File: src/rtl/pq_esb_pkg.sv
package pq_esb_pkg;

  typedef logic [1:0] pq_t;

  typedef enum logic [2:0] {
    OP_NONE,
    OP_LD_EOI,
    OP_LD_GET,
    OP_LD_SET,
    OP_ST_TRIG,
    OP_ST_EOI,
    OP_ST_INJ
  } esb_op_e;

  typedef struct packed {
    pq_t  pq;
    logic fire;
  } pq_step_t;

  // P is bit 1, Q is bit 0
  function automatic pq_step_t f_trigger(pq_t cur);
    pq_step_t s;
    s.pq   = cur;
    s.fire = 1'b0;
    case (cur)
      2'b00: begin s.pq = 2'b10; s.fire = 1'b1; end
      2'b10: s.pq = 2'b11;
      default: s.pq = cur;
    endcase
    return s;
  endfunction

  function automatic pq_step_t f_eoi(pq_t cur);
    pq_step_t s;
    s.fire = cur[0];
    s.pq   = cur[0] ? 2'b10 : 2'b00;
    return s;
  endfunction

endpackage

File: src/rtl/pq_addr_decode.sv
module pq_addr_decode
  import pq_esb_pkg::*;
#(
  parameter int ADDR_W      = 24,
  parameter int NUM_DESC    = 12,
  parameter int IDX_W       = 4,
  parameter int SHIFT_SMALL = 12,
  parameter int SHIFT_LARGE = 16
) (
  input  logic              cfg_page64,
  input  logic              req_write,
  input  logic [ADDR_W-1:0] req_addr,
  output logic [IDX_W-1:0]  idx,
  output logic              odd,
  output logic              in_range,
  output esb_op_e           op,
  output pq_t               set_val
);

  localparam int OFF_W = 12;

  logic [ADDR_W-1:0] full_small;
  logic [ADDR_W-1:0] full_large;
  logic [ADDR_W-1:0] full_idx;
  logic [OFF_W-1:0]  offset;

  assign full_small = req_addr >> (SHIFT_SMALL + 1);
  assign full_large = req_addr >> (SHIFT_LARGE + 1);
  assign full_idx   = cfg_page64 ? full_large : full_small;
  assign in_range   = full_idx < ADDR_W'(NUM_DESC);
  assign idx        = full_idx[IDX_W-1:0];
  assign odd        = cfg_page64 ? req_addr[SHIFT_LARGE] : req_addr[SHIFT_SMALL];
  assign offset     = req_addr[OFF_W-1:0];
  assign set_val    = offset[9:8];

  always_comb begin
    op = OP_NONE;
    if (!req_write) begin
      case (offset[11:10])
        2'b00, 2'b01: op = OP_LD_EOI;
        2'b10:        op = OP_LD_GET;
        default:      op = OP_LD_SET;
      endcase
    end else begin
      case (offset[11:10])
        2'b00:   op = OP_ST_TRIG;
        2'b01:   op = OP_ST_EOI;
        2'b10:   op = OP_ST_INJ;
        default: op = OP_NONE;
      endcase
    end
  end

endmodule

File: src/rtl/pq_op_engine.sv
module pq_op_engine
  import pq_esb_pkg::*;
(
  input  logic    req_valid,
  input  esb_op_e op,
  input  pq_t     cur_pq,
  input  pq_t     set_val,
  input  logic    odd,
  input  logic    base_ok,
  output pq_t     nxt_pq,
  output logic    fire,
  output logic    reject,
  output pq_t     ld_bits,
  output logic    wr_en
);

  pq_step_t step_trig;
  pq_step_t step_eoi;

  assign step_trig = f_trigger(cur_pq);
  assign step_eoi  = f_eoi(cur_pq);

  always_comb begin
    nxt_pq  = cur_pq;
    fire    = 1'b0;
    ld_bits = 2'b00;
    reject  = !base_ok;
    case (op)
      OP_LD_EOI: begin
        nxt_pq  = step_eoi.pq;
        ld_bits = {1'b0, step_eoi.fire};
      end
      OP_LD_GET: ld_bits = cur_pq;
      OP_LD_SET: begin
        nxt_pq  = set_val;
        ld_bits = cur_pq;
      end
      OP_ST_TRIG: begin
        nxt_pq = step_trig.pq;
        fire   = step_trig.fire;
      end
      OP_ST_EOI: begin
        nxt_pq = step_eoi.pq;
        fire   = step_eoi.fire;
      end
      OP_ST_INJ: begin
        if (odd) reject = 1'b1;
        else     fire   = 1'b1;
      end
      default: reject = 1'b1;
    endcase
    if (reject) begin
      nxt_pq = cur_pq;
      fire   = 1'b0;
    end
  end

  assign wr_en = req_valid && !reject && (nxt_pq != cur_pq);

endmodule

File: src/rtl/pq_rsp_reg.sv
module pq_rsp_reg
  import pq_esb_pkg::*;
#(
  parameter int DATA_W = 64,
  parameter int IDX_W  = 4
) (
  input  logic              clk,
  input  logic              rst_n,
  input  logic              req_valid,
  input  logic              req_write,
  input  logic              reject,
  input  logic              fire,
  input  pq_t               ld_bits,
  input  logic [IDX_W-1:0]  idx,
  input  logic              odd,
  output logic              rsp_valid,
  output logic [DATA_W-1:0] rsp_data,
  output logic              ntf_valid,
  output logic [IDX_W-1:0]  ntf_idx,
  output logic              ntf_odd
);

  logic              rsp_valid_d;
  logic              ntf_valid_d;
  logic [DATA_W-1:0] rsp_data_d;
  logic              rsp_en;
  logic              ntf_en;

  always_comb begin
    rsp_valid_d = req_valid && !req_write;
    ntf_valid_d = req_valid && req_write && fire;
    rsp_en      = rsp_valid_d;
    ntf_en      = ntf_valid_d;
    rsp_data_d  = reject ? {DATA_W{1'b1}} : {{(DATA_W-2){1'b0}}, ld_bits};
  end

  always_ff @(posedge clk or negedge rst_n) begin
    if (!rst_n) begin
      rsp_valid <= 1'b0;
      ntf_valid <= 1'b0;
    end else begin
      rsp_valid <= rsp_valid_d;
      ntf_valid <= ntf_valid_d;
    end
  end

  always_ff @(posedge clk or negedge rst_n) begin
    if (!rst_n) begin
      rsp_data <= '0;
    end else if (rsp_en) begin
      rsp_data <= rsp_data_d;
    end
  end

  always_ff @(posedge clk or negedge rst_n) begin
    if (!rst_n) begin
      ntf_idx <= '0;
      ntf_odd <= 1'b0;
    end else if (ntf_en) begin
      ntf_idx <= idx;
      ntf_odd <= odd;
    end
  end

  assert_ntf_not_load_R12: assert property (@(posedge clk) disable iff (!rst_n)
    ntf_valid |-> !rsp_valid);

  assert_ntf_src_R12: assert property (@(posedge clk) disable iff (!rst_n)
    ntf_valid |-> $past(req_valid && req_write));

  assert_rsp_src_R12: assert property (@(posedge clk) disable iff (!rst_n)
    rsp_valid |-> $past(req_valid && !req_write));

endmodule

File: src/rtl/pq_page_ctrl.sv
module pq_page_ctrl
  import pq_esb_pkg::*;
#(
  parameter int ADDR_W      = 24,
  parameter int DATA_W      = 64,
  parameter int NUM_DESC    = 12,
  parameter int SHIFT_SMALL = 12,
  parameter int SHIFT_LARGE = 16,
  localparam int IDX_W      = (NUM_DESC > 1) ? $clog2(NUM_DESC) : 1
) (
  input  logic              clk,
  input  logic              rst_n,
  input  logic              cfg_page64,
  input  logic              req_valid,
  input  logic              req_write,
  input  logic [ADDR_W-1:0] req_addr,
  output logic [IDX_W-1:0]  pq_rd_idx,
  output logic              pq_rd_odd,
  input  logic [1:0]        pq_rd_val,
  input  logic              pq_rd_desc_ok,
  output logic              pq_wr_en,
  output logic [IDX_W-1:0]  pq_wr_idx,
  output logic              pq_wr_odd,
  output logic [1:0]        pq_wr_val,
  output logic              rsp_valid,
  output logic [DATA_W-1:0] rsp_data,
  output logic              ntf_valid,
  output logic [IDX_W-1:0]  ntf_idx,
  output logic              ntf_odd
);

  logic [IDX_W-1:0] dec_idx;
  logic             dec_odd;
  logic             dec_in_range;
  esb_op_e          dec_op;
  pq_t              dec_set;
  pq_t              eng_nxt;
  logic             eng_fire;
  logic             eng_reject;
  pq_t              eng_ld;
  logic             eng_wr;

  pq_addr_decode #(
    .ADDR_W     (ADDR_W),
    .NUM_DESC   (NUM_DESC),
    .IDX_W      (IDX_W),
    .SHIFT_SMALL(SHIFT_SMALL),
    .SHIFT_LARGE(SHIFT_LARGE)
  ) u_dec (
    .cfg_page64(cfg_page64),
    .req_write (req_write),
    .req_addr  (req_addr),
    .idx       (dec_idx),
    .odd       (dec_odd),
    .in_range  (dec_in_range),
    .op        (dec_op),
    .set_val   (dec_set)
  );

  pq_op_engine u_eng (
    .req_valid(req_valid),
    .op       (dec_op),
    .cur_pq   (pq_rd_val),
    .set_val  (dec_set),
    .odd      (dec_odd),
    .base_ok  (dec_in_range && pq_rd_desc_ok),
    .nxt_pq   (eng_nxt),
    .fire     (eng_fire),
    .reject   (eng_reject),
    .ld_bits  (eng_ld),
    .wr_en    (eng_wr)
  );

  pq_rsp_reg #(
    .DATA_W(DATA_W),
    .IDX_W (IDX_W)
  ) u_rsp (
    .clk      (clk),
    .rst_n    (rst_n),
    .req_valid(req_valid),
    .req_write(req_write),
    .reject   (eng_reject),
    .fire     (eng_fire),
    .ld_bits  (eng_ld),
    .idx      (dec_idx),
    .odd      (dec_odd),
    .rsp_valid(rsp_valid),
    .rsp_data (rsp_data),
    .ntf_valid(ntf_valid),
    .ntf_idx  (ntf_idx),
    .ntf_odd  (ntf_odd)
  );

  assign pq_rd_idx = dec_idx;
  assign pq_rd_odd = dec_odd;
  assign pq_wr_en  = eng_wr;
  assign pq_wr_idx = dec_idx;
  assign pq_wr_odd = dec_odd;
  assign pq_wr_val = eng_nxt;

  assert_wb_changed_R10: assert property (@(posedge clk) disable iff (!rst_n)
    pq_wr_en |-> (pq_wr_val != pq_rd_val));

  assert_wb_needs_req_R10: assert property (@(posedge clk) disable iff (!rst_n)
    pq_wr_en |-> (req_valid && pq_rd_desc_ok));

  assert_get_nowrite_R5: assert property (@(posedge clk) disable iff (!rst_n)
    (req_valid && !req_write && req_addr[11:10] == 2'b10) |-> !pq_wr_en);

  assert_undef_store_R11: assert property (@(posedge clk) disable iff (!rst_n)
    (req_valid && req_write && req_addr[11:10] == 2'b11) |=> !ntf_valid);

  assert_inj_odd_R9: assert property (@(posedge clk) disable iff (!rst_n)
    (req_valid && req_write && req_addr[11:10] == 2'b10 && pq_rd_odd) |=> !ntf_valid);

  assert_ld_rsp_R12: assert property (@(posedge clk) disable iff (!rst_n)
    (req_valid && !req_write) |=> rsp_valid);

endmodule

File: config.mk
export PLATFORM = sky130hd
export DESIGN_NAME = pq_page_ctrl
export DESIGN_NICKNAME = d
export VERILOG_FILES = /design/src/rtl/pq_esb_pkg.sv /design/src/rtl/pq_addr_decode.sv /design/src/rtl/pq_op_engine.sv /design/src/rtl/pq_rsp_reg.sv /design/src/rtl/pq_page_ctrl.sv
export SDC_FILE = /design/constraint.sdc
export NUM_CORES = 1
export LEC_CHECK = 0
export BUFFER_PORTS_ARGS = -buffer_cell sky130_fd_sc_hd__buf_2
export CAP_MARGIN = 20
export CORE_UTILIZATION = 37
export CTS_BUF_LIST = sky130_fd_sc_hd__clkbuf_16
export DETAILED_ROUTE_END_ITERATION = 8
export PLACE_DENSITY = 0.81
export REMOVE_ABC_BUFFERS = 1
export SLEW_MARGIN = 20
export SYNTH_ARGS = -nofsm -noshare
export SYNTH_HDL_FRONTEND = slang
export SYNTH_SLANG_ARGS = --single-unit
File: constraint.sdc
create_clock -name clk -period 2 [get_ports clk]
set_input_delay 0.1 -clock clk [delete_from_list [all_inputs] [get_ports clk]]
set_output_delay 0.1 -clock clk [all_outputs]
set_load 0.02 [all_outputs]
==> qor.csv, run 1 <==
metric,value,unit
status,"finished, final reports clean",
Pre-antenna DRT Iters,4,
Net Sw Power,0.2368,mW
# Max-Cap Violations,0,
H-tree depth,1,
root buf cell,clkbuf_16,
power density over cell area,553.9,nW/um^2
Max Root-Sink Buffers,2,
Residual DRC,0,
crit end category,output pin,
min-delay worst type,input pin to flip-flop,
Post-DP Area,1323,sq um
die height,59.36,um
Fin Setup TNS,0,ns
routability cong.,0.7775,
Reg2Reg Launch Point,u_rsp.rsp_data[62],
Worst-Skew Late Latency,0.23,ns
Worst Setup Path Type,input pin to output pin,
global-route wire length before repair,3443,um
Peak Freq,520.7,MHz
clk slew on worst S/H paths,0.04,ns
combinational power share,30.5,%
Post-Synth Simple-Gate Area,9.661,%
residual antenna-violating net count after detailed routing,0,
DR vias,976,
Core Region,3078,sq um
routed wire length,2399,um
clock share of power,42.7,%
vias in the first global route,824,
leakage power,0.7160,nW
slew margin rel.,64.49,%
1st-iter DRT viols,8,
largest family of logic cells by synthesized area,buffers and inverters,
Int Pwr,0.5686,mW
switching share of power,29.40,%
"EDFF count, synth",0,
post-synthesis xor/xnor area fraction,0.7194,%
register share of total power,26.8,%
Final setup violation count,0,
Setup crit end,pq_wr_val[1],
CTS tree,yes,
RSZ-0062 raised after global routing,false,
final net count,217,
Die X,59.36,um
All-Layer GR Usage,12.53,%
post-synthesis async set-or-reset flop share,100.0,%
initial antenna violation count,0,
design area,1454,sq um
R2R setup slack,1.05,ns
post-synthesis adder-cell area fraction,0.8222,%
IO Port Bufs,107,
sequential fraction of the synthesis area,20.55,%
largest net degree at the start of global routing,64,
top_reg_cell synth,dfrtp_1,
Synth Area in Compound Gates,12.95,%
VDD IR max,0.5462,mV
gr ovfl total,0,
Final Hold Vio Count,0,
share of cells above drive strength 1,72.28,%
synth top area cells,"buf_4 (41%), dfrtp_1 (21%), mux2_2 (10%)",
routed len/inst,10.52,um
Period minus WS final,1.920,ns
CP Launch Type,input pin,
most frequent cell after synthesis,buf_4,
Vias/cell,4.281,
CTS Sinks,10,
Ys Warns,0,
Final Power,0.8054,mW
worst slew pin tran,0.5327,ns
Initial Utilization,39.55,%
worst path arrival time,1.82,ns
Final Cycle Share,96.02,%
mux contribution to synthesized area,11.41,%
fin. max-slew vios,0,
share of the synthesized area in the top cell type,40.70,%
worst endpoint required time,1.90,ns
Netlist cell types,34,
CP startpoint,req_addr[21],
Synth Cell Area,1217,sq um
Ports,116,
clock skew,0,ns
antenna cells,0,
Syn Area/Cell,8.886,sq um
number of buffers created by CTS,3,
row cnt,20,
Reg-to-Reg End,u_rsp.rsp_data[62],
hold_ws,0.2153,ns
synth cell count leaders,"buf_4 (66), mux2_2 (11), dfrtp_1 (10)",
Yosys top cell by area,buf_4,
hpwl dp,1862,um
"flops & latches, synth",10,
area grow syn2layout,19.42,%
Mapped Cells,137,
"Max FO, Critical Path",3,
Die ar.,3524,sq um
worst reg2reg path depth,3,
[layer usage]
layer  track usage [%]  wire length [um]  vias to the layer above
li1                  -                 -                      490
met5                 0                 0                        -
met3             1.965               206                        0
met2             24.56              1272                       50
met1             13.77               920                      436
met4             3.061                 0                        0
[cells in the final DEF (no fill, tap or decap), drive strengths merged, types with 2 or more instances in the layout]
master,netlist,routed
buf,68,113
mux2,12,12
dfrtp,10,10
nor2,5,5
nand2,4,4
inv,3,3
nor2b,3,3
clkbuf,3,3
a22oi,2,2
and3b,2,2
o21ai,2,2
nor3,2,2
o21ba,2,2
a21oi,2,2
a2111oi,2,2
[worst min-delay path by stage]
| stage | from | endpoint | slack (ns) | depth (start not counted) |
|---|---|---|---|---|
| after floorplan | rst_n | u_rsp.ntf_idx[0] | -0.20 | 0 |
| after global placement | rst_n | u_rsp.rsp_data[0] | -0.03 | 1 |
| after detailed placement | rst_n | u_rsp.rsp_valid | -0.03 | 1 |
| after CTS | pq_rd_val[1] | u_rsp.rsp_data[1] | 0.21 | 3 |
| after global routing | pq_rd_val[1] | u_rsp.rsp_data[1] | 0.26 | 3 |
| final | pq_rd_val[1] | u_rsp.rsp_data[1] | 0.22 | 3 |
[per-stage QoR]
step / util, % / setup slack [ns] / cells
2_1_floorplan: - / -6.268 / 66
3_3_place_gp: 42.97 / -0.01938 / 222
3_5_place_dp: 42.97 / -0.04157 / 222
4_1_cts: 46.26 / 0.01402 / 228
5_1_grt: 47.24 / 0.003047 / 228
6_report: 47.24 / 0.07964 / 228
[power by group through the flow]
| stage | logic, mW | clock network, mW | registers [mW] |
|---|---|---|---|
| 2_1_floorplan | 0.0808 | 0 | 0.272 |
| 3_3_place_gp | 0.235 | 0 | 0.218 |
| 3_5_place_dp | 0.237 | 0 | 0.218 |
| 6_report | 0.246 | 0.344 | 0.216 |
| 5_1_grt | 0.265 | 0.364 | 0.217 |
| 4_1_cts | 0.241 | 0.352 | 0.216 |
[area by class of cell]
cell class	instances	area, sq um
repair buffers	114	609.3
inverters	3	11.26
clock inverters	1	3.754
clock buffers	3	75.07
well taps	44	55.05
fillers	322	1624
flip-flops and latches	10	250.2
multi-input cells	53	449.2
[critical path, stage by stage]
cell	delay, ns
buf_6	0.09
or4b_4	0.51
a311o_1	0.32
a211oi_2	0.21
buf_4	0.16
mux2_4	0.30
buf_6	0.13
[flip-flops by register name, indices dropped and copies added (netlist names)]
register	count
u_rsp.ntf_odd	1
u_rsp.ntf_idx	4
u_rsp.ntf_valid	1
u_rsp.rsp_data	3
u_rsp.rsp_valid	1
[logic make-up after synthesis]
family | Yosys count
flip-flops | 10
AND/OR/NAND/NOR | 21
AO/OA/AOI/OAI | 18
adder cells (fa/ha/maj) | 1
XOR/XNOR | 1
buffers and inverters | 74
multiplexers | 12
[what timing repair did]
action	4_1_cts	5_1_grt
hold buffers	1	0
hold endpoints to repair	10	0
resized for setup	1	8
setup buffers	1	0
pin swaps	1	3
setup endpoints to repair	2	6
Power figures use the tool's default switching activity.
==> run 2: changes to the inputs <==
SETUP_SLACK_MARGIN = 0.15   (was not set)
==> qor.csv, run 2 (same netlist as run 1, synthesis figures left out) <==
metric,value,unit
final setup margin,0.07933,ns
power density over cell area,551.5,nW/um^2
slowest cell on the critical path,or4b_4,
routed wire length,2404,um
worst reg2reg path depth,3,
antenna cells,0,
H-tree depth,1,
CP startpoint,req_addr[21],
slew margin rel.,65.01,%
clock skew,0,ns
CP Launch Type,input pin,
worst path arrival time,1.82,ns
cell total after placement,222,
Reg2Reg Launch Point,u_rsp.rsp_data[62],
Final Cycle Share,96.03,%
Final Power,0.8067,mW
design area,1463,sq um
fin. max-slew vios,0,
Worst-Skew Late Latency,0.23,ns
routability cong.,0.7775,
Reg-to-Reg End,u_rsp.rsp_data[62],
Setup crit end,pq_wr_val[1],
"Max FO, Critical Path",3,
Fin Setup TNS,0,ns
"commonest non-fill, non-tap cell in the layout",buf_2,
Period minus WS final,1.921,ns
vias in the first global route,824,
global-route wire length before repair,3443,um
number of buffers created by CTS,3,
Core Region,3078,sq um
most frequent cells in the layout,"buf_2 (102), dfrtp_1 (10), mux2_2 (9), buf_4 (7), nor2_1 (5)",
Residual DRC,0,
RSZ-0062 raised after global routing,true,
Post-DP Area,1323,sq um
Peak Freq,520.7,MHz
CTS tree,yes,
Final Hold Vio Count,0,
Ports,116,
fin util,47.52,%
VDD IR max,0.5462,mV
All-Layer GR Usage,12.53,%
Vias/cell,4.285,
gr ovfl total,0,
Largest regs,"u_rsp.ntf_idx (4), u_rsp.rsp_data (3)",
CTS Sinks,10,
hpwl dp,1862,um
clk slew on worst S/H paths,0.04,ns
largest net degree at the start of global routing,64,
"Largest stage delay, worst path",0.51,ns
"worst slack, placed",-0.04157,ns
Pre-antenna DRT Iters,4,
share of cells above drive strength 1,72.28,%
die height,59.36,um
root buf cell,clkbuf_16,
IO Port Bufs,107,
Top reg by flops,u_rsp.ntf_idx,
R2R setup slack,1.05,ns
Initial Utilization,39.55,%
residual antenna-violating net count after detailed routing,0,
initial antenna violation count,0,
routed len/inst,10.54,um
worst slew pin tran,0.5248,ns
# Max-Cap Violations,0,
Worst Setup Path Type,input pin to output pin,
DR vias,977,
Max Root-Sink Buffers,2,
Die X,59.36,um
final std cells w/o fill,228,
max reg flops,4,
leakage power,0.7181,nW
final net count,217,
Die ar.,3524,sq um
CP cell instances,buf_6 > or4b_4 > a311o_1 > a211oi_2 > buf_4 > mux2_4 > buf_6,
row cnt,20,
crit end category,output pin,
hold_ws,0.2153,ns
1st-iter DRT viols,9,
Crit path top cell by count,buf_6,
area grow syn2layout,20.14,%
worst endpoint required time,1.90,ns
min-delay worst type,input pin to flip-flop,
status,"finished, final reports clean",
Final setup violation count,0,
## run 2: cell counts in the layout (fill, tap and decap cells not counted)
No cell type changed its count.
## run 2: how the worst min path moves through the flow
stage / slack, ns / endpoint / cells past startpoint / startpoint
floorplan: -0.20 / u_rsp.ntf_idx[0] / 0 / rst_n
global placement: -0.03 / u_rsp.rsp_data[0] / 1 / rst_n
detailed placement: -0.03 / u_rsp.rsp_valid / 1 / rst_n
CTS: 0.21 / u_rsp.rsp_data[1] / 3 / pq_rd_val[1]
global route: 0.26 / u_rsp.rsp_data[1] / 3 / pq_rd_val[1]
finish: 0.22 / u_rsp.rsp_data[1] / 3 / pq_rd_val[1]
## run 2: cell type report
cell class,count,area (sq um)
tap,44,55.05
sequential,10,250.2
clock inverter,1,3.754
inverter,3,11.26
clock buffer,3,75.07
timing repair buffer,114,618.1
fill,321,1615
multi-input combinational,53,449.2
## run 2: per-layer routing
layer	global-route usage (%)	wire length, um	vias to the layer above
li1	-	-	490
met1	13.77	927	437
met2	24.56	1271	50
met3	1.965	206	0
met4	3.061	0	0
met5	0	0	-
## run 2: what timing repair did
item | in CTS | in global routing
hold buffers | 1 | 0
resized for setup | 5 | 6
hold endpoints to repair | 10 | 0
setup buffers | 1 | 0
setup endpoints to repair | 2 | 8
pin swaps | 1 | 4
## run 2: power breakdown
| group | total (mW) | switching [mW] | internal (mW) |
|---|---|---|---|
| Clock | 0.344 | 0.0829 | 0.261 |
| Combinational | 0.247 | 0.150 | 0.0969 |
| Sequential | 0.216 | 0.00393 | 0.212 |
| Total | 0.807 | 0.237 | 0.570 |
## run 2: worst max-delay path: cells and delay by family
kind,cells,cell delay [ns]
mux,1,0.30
compound gates,2,0.53
buf+inv,3,0.38
simple gates,1,0.51
==> run 3: changes to the inputs <==
GPL_TIMING_DRIVEN = 1   (was not set)
clock period = 1.8 ns   (was 2 ns; I/O delays follow)
==> qor.csv, run 3 (same netlist as run 1, synthesis figures left out) <==
metric,value,unit
status,finished with violations,
failing checks,negative setup slack,
Die X,59.36,um
Vias/cell,4.405,
Worst Setup Path Type,input pin to output pin,
fin. max-slew vios,0,
Reg-to-Reg End,u_rsp.rsp_data[62],
CTS Sinks,10,
Peak Freq,530.5,MHz
Initial Utilization,39.55,%
CP Launch Type,input pin,
clock skew,0,ns
Worst-Skew Late Latency,0.23,ns
max reg flops,4,
Reg2Reg Launch Point,u_rsp.rsp_data[62],
root buf cell,clkbuf_16,
fin util,48.41,%
die height,59.36,um
RSZ-0062 raised after global routing,true,
routed wire length,2539,um
HP Start,pq_rd_val[1],
worst path arrival time,1.79,ns
initial antenna violation count,0,
Die ar.,3524,sq um
WHS Endpoint,u_rsp.rsp_data[1],
"commonest non-fill, non-tap cell in the layout",buf_2,
routability cong.,0.8221,
R2R setup slack,0.84,ns
leakage power,0.7361,nW
most frequent cells in the layout,"buf_2 (103), buf_4 (10), dfrtp_1 (10), mux2_2 (9), nor2_1 (5)",
Final Hold Vio Count,0,
H-tree depth,1,
min-delay worst type,input pin to flip-flop,
Final setup violation count,7,
number of buffers created by CTS,3,
gr ovfl total,0,
Residual DRC,0,
slew margin rel.,58.61,%
Top reg by flops,u_rsp.ntf_idx,
worst endpoint required time,1.71,ns
worst reg2reg path depth,3,
Largest regs,"u_rsp.ntf_idx (4), u_rsp.rsp_data (3)",
residual antenna-violating net count after detailed routing,0,
"Max FO, Critical Path",3,
Period minus WS final,1.885,ns
clk slew on worst S/H paths,0.04,ns
Final Power,0.9054,mW
IO Port Bufs,107,
antenna cells,0,
worst slew pin tran,0.6209,ns
area grow syn2layout,22.40,%
share of cells above drive strength 1,72.87,%
routed len/inst,10.94,um
Core Region,3078,sq um
DR vias,1022,
hpwl dp,1980,um
final setup margin,-0.08488,ns
power density over cell area,607.6,nW/um^2
row cnt,20,
final net count,221,
Final Cycle Share,104.7,%
crit end category,output pin,
Pre-antenna DRT Iters,4,
Ports,116,
vias in the first global route,870,
All-Layer GR Usage,13.76,%
CTS tree,yes,
global-route wire length before repair,3739,um
VDD IR max,0.4691,mV
hold depth,3,
1st-iter DRT viols,7,
largest net degree at the start of global routing,64,
# Max-Cap Violations,0,
Max Root-Sink Buffers,2,
## run 3: cell count changes in the layout (fill, tap and decap cells not counted), sizes merged
cell / before / now
buf: 113 / 117
## run 3: how the worst max path moves through the flow
stage | start | end | slack [ns] | cells past startpoint
2_1_floorplan | u_rsp.rsp_data[62] | u_rsp.rsp_data[62] | -6.47 | 2
3_3_place_gp | req_addr[23] | u_rsp.ntf_idx[1] | -0.19 | 6
3_5_place_dp | req_addr[23] | u_rsp.ntf_idx[3] | -0.21 | 6
4_1_cts | req_addr[21] | pq_wr_val[1] | -0.15 | 7
5_1_grt | req_addr[21] | pq_wr_val[0] | -0.14 | 7
6_report | req_addr[21] | pq_wr_val[0] | -0.08 | 7
## run 3: repair_timing
item                       in CTS  in global routing
resized for setup              10                  1
setup endpoints to repair       8                  8
setup buffers                   1                  0
pin swaps                       3                  2
hold buffers                    1                  0
hold endpoints to repair       10                  0
## run 3: cell type report
type	instances	area [sq um]
fill	323	1588
timing repair buffer	118	645.6
multi-input combinational	53	449.2
sequential	10	250.2
clock buffer	3	75.07
tap	44	55.05
inverter	3	11.26
clock inverter	1	3.754
## run 3: per-stage QoR
| stage | instance area, sq um | TNS, ns | std cells | hold WS, ns | setup slack, ns |
|---|---|---|---|---|---|
| 2_1_floorplan | 694.4 | -377.25 | 66 | -0.2056 | -6.468 |
| 3_3_place_gp | 1353 | -1.315 | 226 | -0.04622 | -0.1891 |
| 3_5_place_dp | 1353 | -1.369 | 226 | -0.04223 | -0.2113 |
| 4_1_cts | 1486 | -0.8366 | 232 | 0.2083 | -0.1480 |
| 5_1_grt | 1490 | -0.8815 | 232 | 0.2496 | -0.1381 |
| 6_report | 1490 | -0.3477 | 232 | 0.2131 | -0.08488 |
## run 3: critical path, stage by stage
cell and delay (ns):
buf_6 0.09, or4b_4 0.51, a311o_1 0.32, a211oi_2 0.17, buf_4 0.17, mux2_4 0.31, buf_6 0.14
## run 3: routing by layer
metal	part of all wire, %	track usage, %
met1	35	13.48
met2	52	25.04
met3	10	4.367
met4	2.8	8.163
met5	0	0
## run 3: power breakdown
group | switching [mW] | internal (mW)
logic | 0.170 | 0.113
clock network | 0.0935 | 0.290
registers | 0.00408 | 0.235
